===== src/rtl/dirctl_pkg.sv =====
package dirctl_pkg;

    localparam int NODES  = 4;
    localparam int BLOCKS = 8;
    localparam int NID_W  = $clog2(NODES);
    localparam int ADDR_W = $clog2(BLOCKS);

    typedef logic [NODES-1:0]  nodeset_t;
    typedef logic [NID_W-1:0]  nid_t;
    typedef logic [ADDR_W-1:0] baddr_t;

    typedef struct packed {
        logic     valid;
        logic     has_owner;
        nid_t     owner;
        nodeset_t copies;
    } dir_entry_t;

    typedef struct packed {
        nid_t   node;
        baddr_t addr;
        logic   write;
    } dir_req_t;

    typedef enum logic [2:0] {
        ST_IDLE,
        ST_DISPATCH,
        ST_WAIT_WB,
        ST_WAIT_ACK,
        ST_RESPOND
    } ctl_state_t;

    function automatic nodeset_t node_bit(input nid_t n);
        nodeset_t b;
        b    = '0;
        b[n] = 1'b1;
        return b;
    endfunction

endpackage


===== src/rtl/dir_store.sv =====
module dir_store
    import dirctl_pkg::*;
(
    input  logic       clk,
    input  logic       rst,
    input  baddr_t     rd_addr,
    output dir_entry_t rd_entry,
    input  logic       wr_en,
    input  baddr_t     wr_addr,
    input  dir_entry_t wr_entry
);
    dir_entry_t entries [BLOCKS];

    for (genvar b = 0; b < BLOCKS; b++) begin : g_entry
        always_ff @(posedge clk) begin
            if (rst) begin
                entries[b] <= '{valid: 1'b1, has_owner: 1'b0, owner: '0, copies: '0};
            end else if (wr_en && wr_addr == baddr_t'(b)) begin
                entries[b] <= wr_entry;
            end
        end
    end

    assign rd_entry = entries[rd_addr];

endmodule


===== src/rtl/inv_tracker.sv =====
module inv_tracker
    import dirctl_pkg::*;
(
    input  logic     clk,
    input  logic     rst,
    input  logic     load,
    input  nodeset_t load_mask,
    input  nodeset_t ack,
    output nodeset_t pending,
    output logic     all_acked
);
    always_ff @(posedge clk) begin
        if (rst)       pending <= '0;
        else if (load) pending <= load_mask;
        else           pending <= pending & ~ack;
    end

    assign all_acked = (pending & ~ack) == '0;

    AST_ACK_EXPECTED: assert property (@(posedge clk) disable iff (rst)
        (ack & ~pending) == '0);
    AST_LOAD_WHEN_CLEAR: assert property (@(posedge clk) disable iff (rst)
        load |-> pending == '0);

endmodule


===== src/rtl/dir_req_fsm.sv =====
module dir_req_fsm
    import dirctl_pkg::*;
(
    input  logic       clk,
    input  logic       rst,
    input  logic       req_valid,
    input  dir_req_t   req_in,
    output logic       req_ready,
    output dir_req_t   cur,
    input  dir_entry_t entry,
    input  logic       wb_done,
    input  logic       acks_done,
    output logic       inv_load,
    output nodeset_t   inv_mask,
    output logic       wb_req,
    output nid_t       wb_node,
    output logic       grant,
    output dir_entry_t dir_wdata
);
    ctl_state_t st, st_nx;
    nodeset_t   req_bit, others;

    assign req_bit = node_bit(cur.node);
    assign others  = entry.copies & ~req_bit;

    always_comb begin
        st_nx = st;
        unique case (st)
            ST_IDLE:     if (req_valid) st_nx = ST_DISPATCH;
            ST_DISPATCH: begin
                if (cur.write) st_nx = (others != '0) ? ST_WAIT_ACK : ST_RESPOND;
                else           st_nx = entry.valid ? ST_RESPOND : ST_WAIT_WB;
            end
            ST_WAIT_WB:  if (wb_done) st_nx = ST_RESPOND;
            ST_WAIT_ACK: if (acks_done) st_nx = ST_RESPOND;
            ST_RESPOND:  st_nx = ST_IDLE;
            default:     st_nx = ST_IDLE;
        endcase
    end

    always_ff @(posedge clk) begin
        if (rst) begin
            st  <= ST_IDLE;
            cur <= '0;
        end else begin
            st <= st_nx;
            if (st == ST_IDLE && req_valid) cur <= req_in;
        end
    end

    assign req_ready = (st == ST_IDLE);
    assign inv_load  = (st == ST_DISPATCH) && cur.write && (others != '0);
    assign inv_mask  = others;
    assign wb_req    = (st == ST_DISPATCH) && !cur.write && !entry.valid;
    assign wb_node   = entry.owner;
    assign grant     = (st == ST_RESPOND);

    always_comb begin
        if (cur.write) begin
            dir_wdata = '{valid: 1'b0, has_owner: 1'b1, owner: cur.node, copies: req_bit};
        end else begin
            dir_wdata = '{valid: 1'b1, has_owner: entry.has_owner, owner: entry.owner,
                          copies: entry.copies | req_bit};
        end
    end

    AST_ONE_AT_A_TIME: assert property (@(posedge clk) disable iff (rst)
        (req_valid && req_ready) |=> !req_ready);
    AST_GRANT_PULSE: assert property (@(posedge clk) disable iff (rst)
        grant |=> !grant);
    AST_WAIT_ONLY_STALE: assert property (@(posedge clk) disable iff (rst)
        (st == ST_WAIT_WB) |-> !entry.valid);
    AST_INV_PULSE: assert property (@(posedge clk) disable iff (rst)
        inv_load |=> !inv_load);

endmodule


===== src/rtl/dir_coherence_ctrl.sv =====
module dir_coherence_ctrl
    import dirctl_pkg::*;
(
    input  logic              clk,
    input  logic              rst,
    input  logic              req_valid,
    output logic              req_ready,
    input  logic [NID_W-1:0]  req_node,
    input  logic [ADDR_W-1:0] req_addr,
    input  logic              req_write,
    output logic              grant_valid,
    output logic [NID_W-1:0]  grant_node,
    output logic [ADDR_W-1:0] grant_addr,
    output logic              grant_write,
    output logic              inv_valid,
    output logic [NODES-1:0]  inv_mask,
    output logic [ADDR_W-1:0] inv_addr,
    input  logic [NODES-1:0]  inv_ack,
    output logic              wb_req_valid,
    output logic [NID_W-1:0]  wb_req_node,
    output logic [ADDR_W-1:0] wb_req_addr,
    input  logic              wb_done
);
    dir_req_t   req_in, cur;
    dir_entry_t entry, wdata;
    nodeset_t   others, pending;
    logic       inv_load, acks_done, grant, wb_req;
    nid_t       wb_node;

    assign req_in = '{node: req_node, addr: req_addr, write: req_write};

    dir_req_fsm u_fsm (
        .clk       (clk),
        .rst       (rst),
        .req_valid (req_valid),
        .req_in    (req_in),
        .req_ready (req_ready),
        .cur       (cur),
        .entry     (entry),
        .wb_done   (wb_done),
        .acks_done (acks_done),
        .inv_load  (inv_load),
        .inv_mask  (others),
        .wb_req    (wb_req),
        .wb_node   (wb_node),
        .grant     (grant),
        .dir_wdata (wdata)
    );

    dir_store u_store (
        .clk      (clk),
        .rst      (rst),
        .rd_addr  (cur.addr),
        .rd_entry (entry),
        .wr_en    (grant),
        .wr_addr  (cur.addr),
        .wr_entry (wdata)
    );

    inv_tracker u_track (
        .clk       (clk),
        .rst       (rst),
        .load      (inv_load),
        .load_mask (others),
        .ack       (inv_ack),
        .pending   (pending),
        .all_acked (acks_done)
    );

    assign grant_valid  = grant;
    assign grant_node   = cur.node;
    assign grant_addr   = cur.addr;
    assign grant_write  = cur.write;
    assign inv_valid    = inv_load;
    assign inv_mask     = inv_load ? others : '0;
    assign inv_addr     = cur.addr;
    assign wb_req_valid = wb_req;
    assign wb_req_node  = wb_node;
    assign wb_req_addr  = cur.addr;

    AST_NO_GRANT_PENDING: assert property (@(posedge clk) disable iff (rst)
        grant |-> pending == '0);
    AST_NO_OVERLAP_CMDS: assert property (@(posedge clk) disable iff (rst)
        !(inv_valid && wb_req_valid));

endmodule


===== config.mk =====
export PLATFORM = sky130hd
export DESIGN_NAME = dir_coherence_ctrl
export DESIGN_NICKNAME = d
export VERILOG_FILES = /design/src/rtl/dirctl_pkg.sv /design/src/rtl/dir_store.sv /design/src/rtl/inv_tracker.sv /design/src/rtl/dir_req_fsm.sv /design/src/rtl/dir_coherence_ctrl.sv
export SDC_FILE = /design/constraint.sdc
export NUM_CORES = 1
export LEC_CHECK = 0
export ABC_CLOCK_PERIOD_IN_PS = 2900
export BUFFER_PORTS_ARGS = -buffer_cell sky130_fd_sc_hd__buf_4
export CORE_UTILIZATION = 58
export CTS_CLUSTER_SIZE = 30
export DETAILED_ROUTE_END_ITERATION = 8
export PLACE_DENSITY_LB_ADDON = 0.3
export SKIP_LAST_GASP = 1
export SLEW_MARGIN = 10
export SYNTH_ARGS = -nofsm -noshare
export SYNTH_HDL_FRONTEND = slang
export SYNTH_SLANG_ARGS = --single-unit

===== constraint.sdc =====
create_clock -name clk -period 2.9 [get_ports clk]
set_clock_uncertainty 0.1 [all_clocks]
set_input_delay 0.435 -clock clk [delete_from_list [all_inputs] [get_ports clk]]
set_output_delay 0.435 -clock clk [all_outputs]
set_load 0.005 [all_outputs]

==> results.py <==
metrics = {
    "clock_network": {
        "cts_made_buffers": 9,
        "postCtsSetupRepairBufs": 0,
        "cts_resized": 0,
        "clockRootBuffer": "clkbuf_8",
        "cts_hold_buf": 0,
        "clock_latency_ns": 0.34,
        "clk_path_buf_depth": 2,
        "cts_num_sinks": 72,
        "clk_pin_slew_ns": 0.07,
        "h-tree-depth": 3,
        "tritoncts": "built",
    },
    "timing": {
        "hold_viol_final": 0,
        "rsz0062_at_grt": "no",
        "period_minus_slack_ns": 2.63,
        "min_period_over_period": 0.908,
        "fmax_ghz": 0.380,
        "finalSetupViolCount": 0,
        "drv_slew": 0,
        "fin_setup_tns_ns": 0,
        "slew-limit-headroom": 0.517,
        "tightest_slew_ns": 0.724,
    },
    "min_path": {
        "min_from": "req_write",
        "min_path_type": "in -> reg",
        "whs_path_depth": 3,
        "hold_end": "u_fsm.cur[0]$_SDFFE_PP0P_",
    },
    "pwr": {
        "combPwrFrac": 0.119,
        "p_switching_uw": 566,
        "vdd_ir_drop_max_mv": 0.354,
        "power_leakage_nw": 1.45,
        "power_frac_clock": 0.380,
        "sw_frac_of_total": 0.239,
        "power_frac_seq": 0.501,
        "p_per_area_mw_per_mm2": 607,
        "p_int_mw": 1.81,
    },
    "floorplanning": {
        "num_rows": 27,
        "io_pins": 36,
        "die_area_mm2": 0.00614,
        "die_x_um": 78.4,
        "fp.dieH_um": 78.4,
        "initial_core_util": 0.607,
        "core_mm2": 0.00557,
    },
    "job": {
        "drv_cap": 0,
    },
    "yosys": {
        "yosysSeqAreaShare": 0.591,
        "synthArstFlopShare": 0,
        "syn_nets": 301,
        "synth_ff_type": "edfxtp_1",
        "netlist_area_mm2": 0.00338,
        "netlist_instances": 287,
        "ys_ff_latch": 72,
        "synth_cell_types": 39,
        "avgSynthCellArea_um2": 11.8,
        "yosysWarnings": 0,
        "synth-edff-count": 56,
    },
    "placement": {
        "gp_congestion": 0.809,
        "placed_cells": 382,
        "dp_hpwl_um": 4930,
        "io_buffers": 35,
    },
    "grt": {
        "busiest_layer": "met2",
        "grtUsageTotal": 0.242,
        "grt_overflow": 0,
        "grt_max_degree": 26,
        "gr-usage-met1": 0.332,
        "grt_pass1_wl_um": 10800,
        "antenna_found_initial": 0,
        "grt_use_met3": 0.0616,
        "grt_pass1_vias": 2149,
        "grtUsageMet2": 0.370,
    },
    "worst_setup_path": {
        "critPathBufInv": 2,
        "critPathLaunchType": "flop",
        "worstPathArrival_ns": 2.10,
        "worstPathRequired_ns": 2.37,
        "path_depth": 5,
        "r2r_setup_slack_ns": 0.69,
        "slowest_stage": "mux4_2",
        "crit_family": "multiplexers",
        "path_class": "reg -> out",
        "end_kind": "output port",
        "reg2reg_to": "u_store.entries[7][3]$_SDFFCE_PN0P_",
        "worst-path-max-fanout": 22,
        "path_cells": "buf_12 > mux4_2 > o22a_1 > nor4b_4 > buf_4",
        "r2r_cells": 6,
        "crit_path_max_incr_delay_ns": 0.51,
    },
    "drt": {
        "totalWireLength_um": 6720,
        "wl_per_cell_um": 16.9,
        "drtAntennaViolNets": 0,
        "firstDrtPassIters": 4,
        "drc": 0,
        "drtIter0Drc": 200,
        "vias": 2282,
        "viasPerCell": 5.73,
    },
    "run_status": {
        "outcome": "complete, no violations",
    },
    "finish": {
        "areaGrowthSynthToFinish_pct": 15.5,
        "drive_gt1_frac": 0.230,
        "layout.cells.non_filler": 398,
        "n_fill_cell": 424,
        "nets": 335,
        "final_core_util": 0.701,
        "n_antenna_cell": 0,
    },
}
-- worst min-delay path: cells and delay by family --
| family | cells | cell delay [ns] |
|---|---|---|
| AND/OR/NAND/NOR | 1 | 0.05 |
| buffers and inverters | 1 | 0.11 |
| AO/OA/AOI/OAI | 1 | 0.05 |
-- cell families after synthesis --
family,synth area share
simple gates,0.174
flops,0.591
compound gates,0.0717
mux,0.121
buf+inv,0.0418
-- cells in the final DEF (no fill, tap or decap), types with 2 or more instances in the layout --
| cell | count |
|---|---|
| nor2_1 | 68 |
| edfxtp_1 | 56 |
| buf_4 | 39 |
| nand2_1 | 28 |
| mux2i_1 | 17 |
| dfxtp_1 | 15 |
| clkbuf_8 | 11 |
| a21oi_1 | 10 |
| mux4_2 | 9 |
| a21o_1 | 9 |
| nand3_1 | 8 |
| nor2b_1 | 7 |
| inv_1 | 6 |
| a211oi_1 | 5 |
| nor3_1 | 4 |
| nand2b_1 | 3 |
| mux2_2 | 2 |
| nor3b_1 | 2 |
| and2_1 | 2 |
| or3_1 | 2 |
| bufinv_16 | 2 |
-- per-layer routing --
layer	routed length, µm	vias up
met5	0	-
met4	76	0
met3	598	5
met2	3280	86
met1	2760	1096
li1	-	1095
-- registers in the layout (all words and copies together), names as in the netlist, named ones only --
register and cells:
u_store.entries 56, u_fsm.cur 6, u_track.pending 4, u_fsm.st 3
-- through the flow --
step	power (mW)	hold WS (ns)	setup slack (ns)	area, µm²
3_5_place_dp	1.49	0.448	0.486	3670
5_1_grt	2.44	0.245	0.125	3910
2_1_floorplan	1.39	0.414	0.696	3380
3_3_place_gp	1.48	0.428	0.547	3670
6_report	2.37	0.238	0.268	3910
4_1_cts	2.38	0.231	0.141	3900
-- power by group through the flow --
stage          clock network [mW]  registers [mW]  logic [mW]
2_1_floorplan                   0            1.19       0.201
3_3_place_gp                    0            1.21       0.270
3_5_place_dp                    0            1.21       0.278
4_1_cts                     0.910            1.19       0.280
5_1_grt                     0.940            1.20       0.309
6_report                    0.902            1.19       0.282
-- cell type report --
type	instances	area [µm²]	area share
clock inverters	4	76.3	0.0195
well taps	72	90.1	0.0230
multi-input cells	192	1250	0.319
inverters	6	22.5	0.00576
repair buffers	40	313	0.0800
clock buffers	12	155	0.0397
flip-flops and latches	72	2000	0.512
-- Yosys cell counts, types with 2 or more instances --
master,number,area [µm²]
nor2_1,68,255
edfxtp_1,56,1680
nand2_1,28,105
mux2i_1,17,170
dfxtp_1,16,320
a21oi_1,10,50.1
a21o_1,9,67.6
mux4_2,9,203
nand3_1,8,40.0
clkbuf_1,7,26.3
nor2b_1,7,43.8
buf_4,6,45.0
inv_1,6,22.5
a211oi_1,5,37.5
nor3_1,4,20.0
nand2b_1,3,18.8
and2_1,2,12.5
buf_6,2,22.5
mux2_2,2,22.5
nor3b_1,2,15.0
or3_1,2,12.5
-- how the worst max path moves through the flow --
stage | endpoint | slack (ns)
2_1_floorplan | inv_valid | 0.70
3_3_place_gp | inv_valid | 0.55
3_5_place_dp | inv_valid | 0.49
4_1_cts | inv_valid | 0.14
5_1_grt | inv_valid | 0.12
6_report | wb_req_valid | 0.27
No activity file was read; power rests on OpenSTA's default activity.
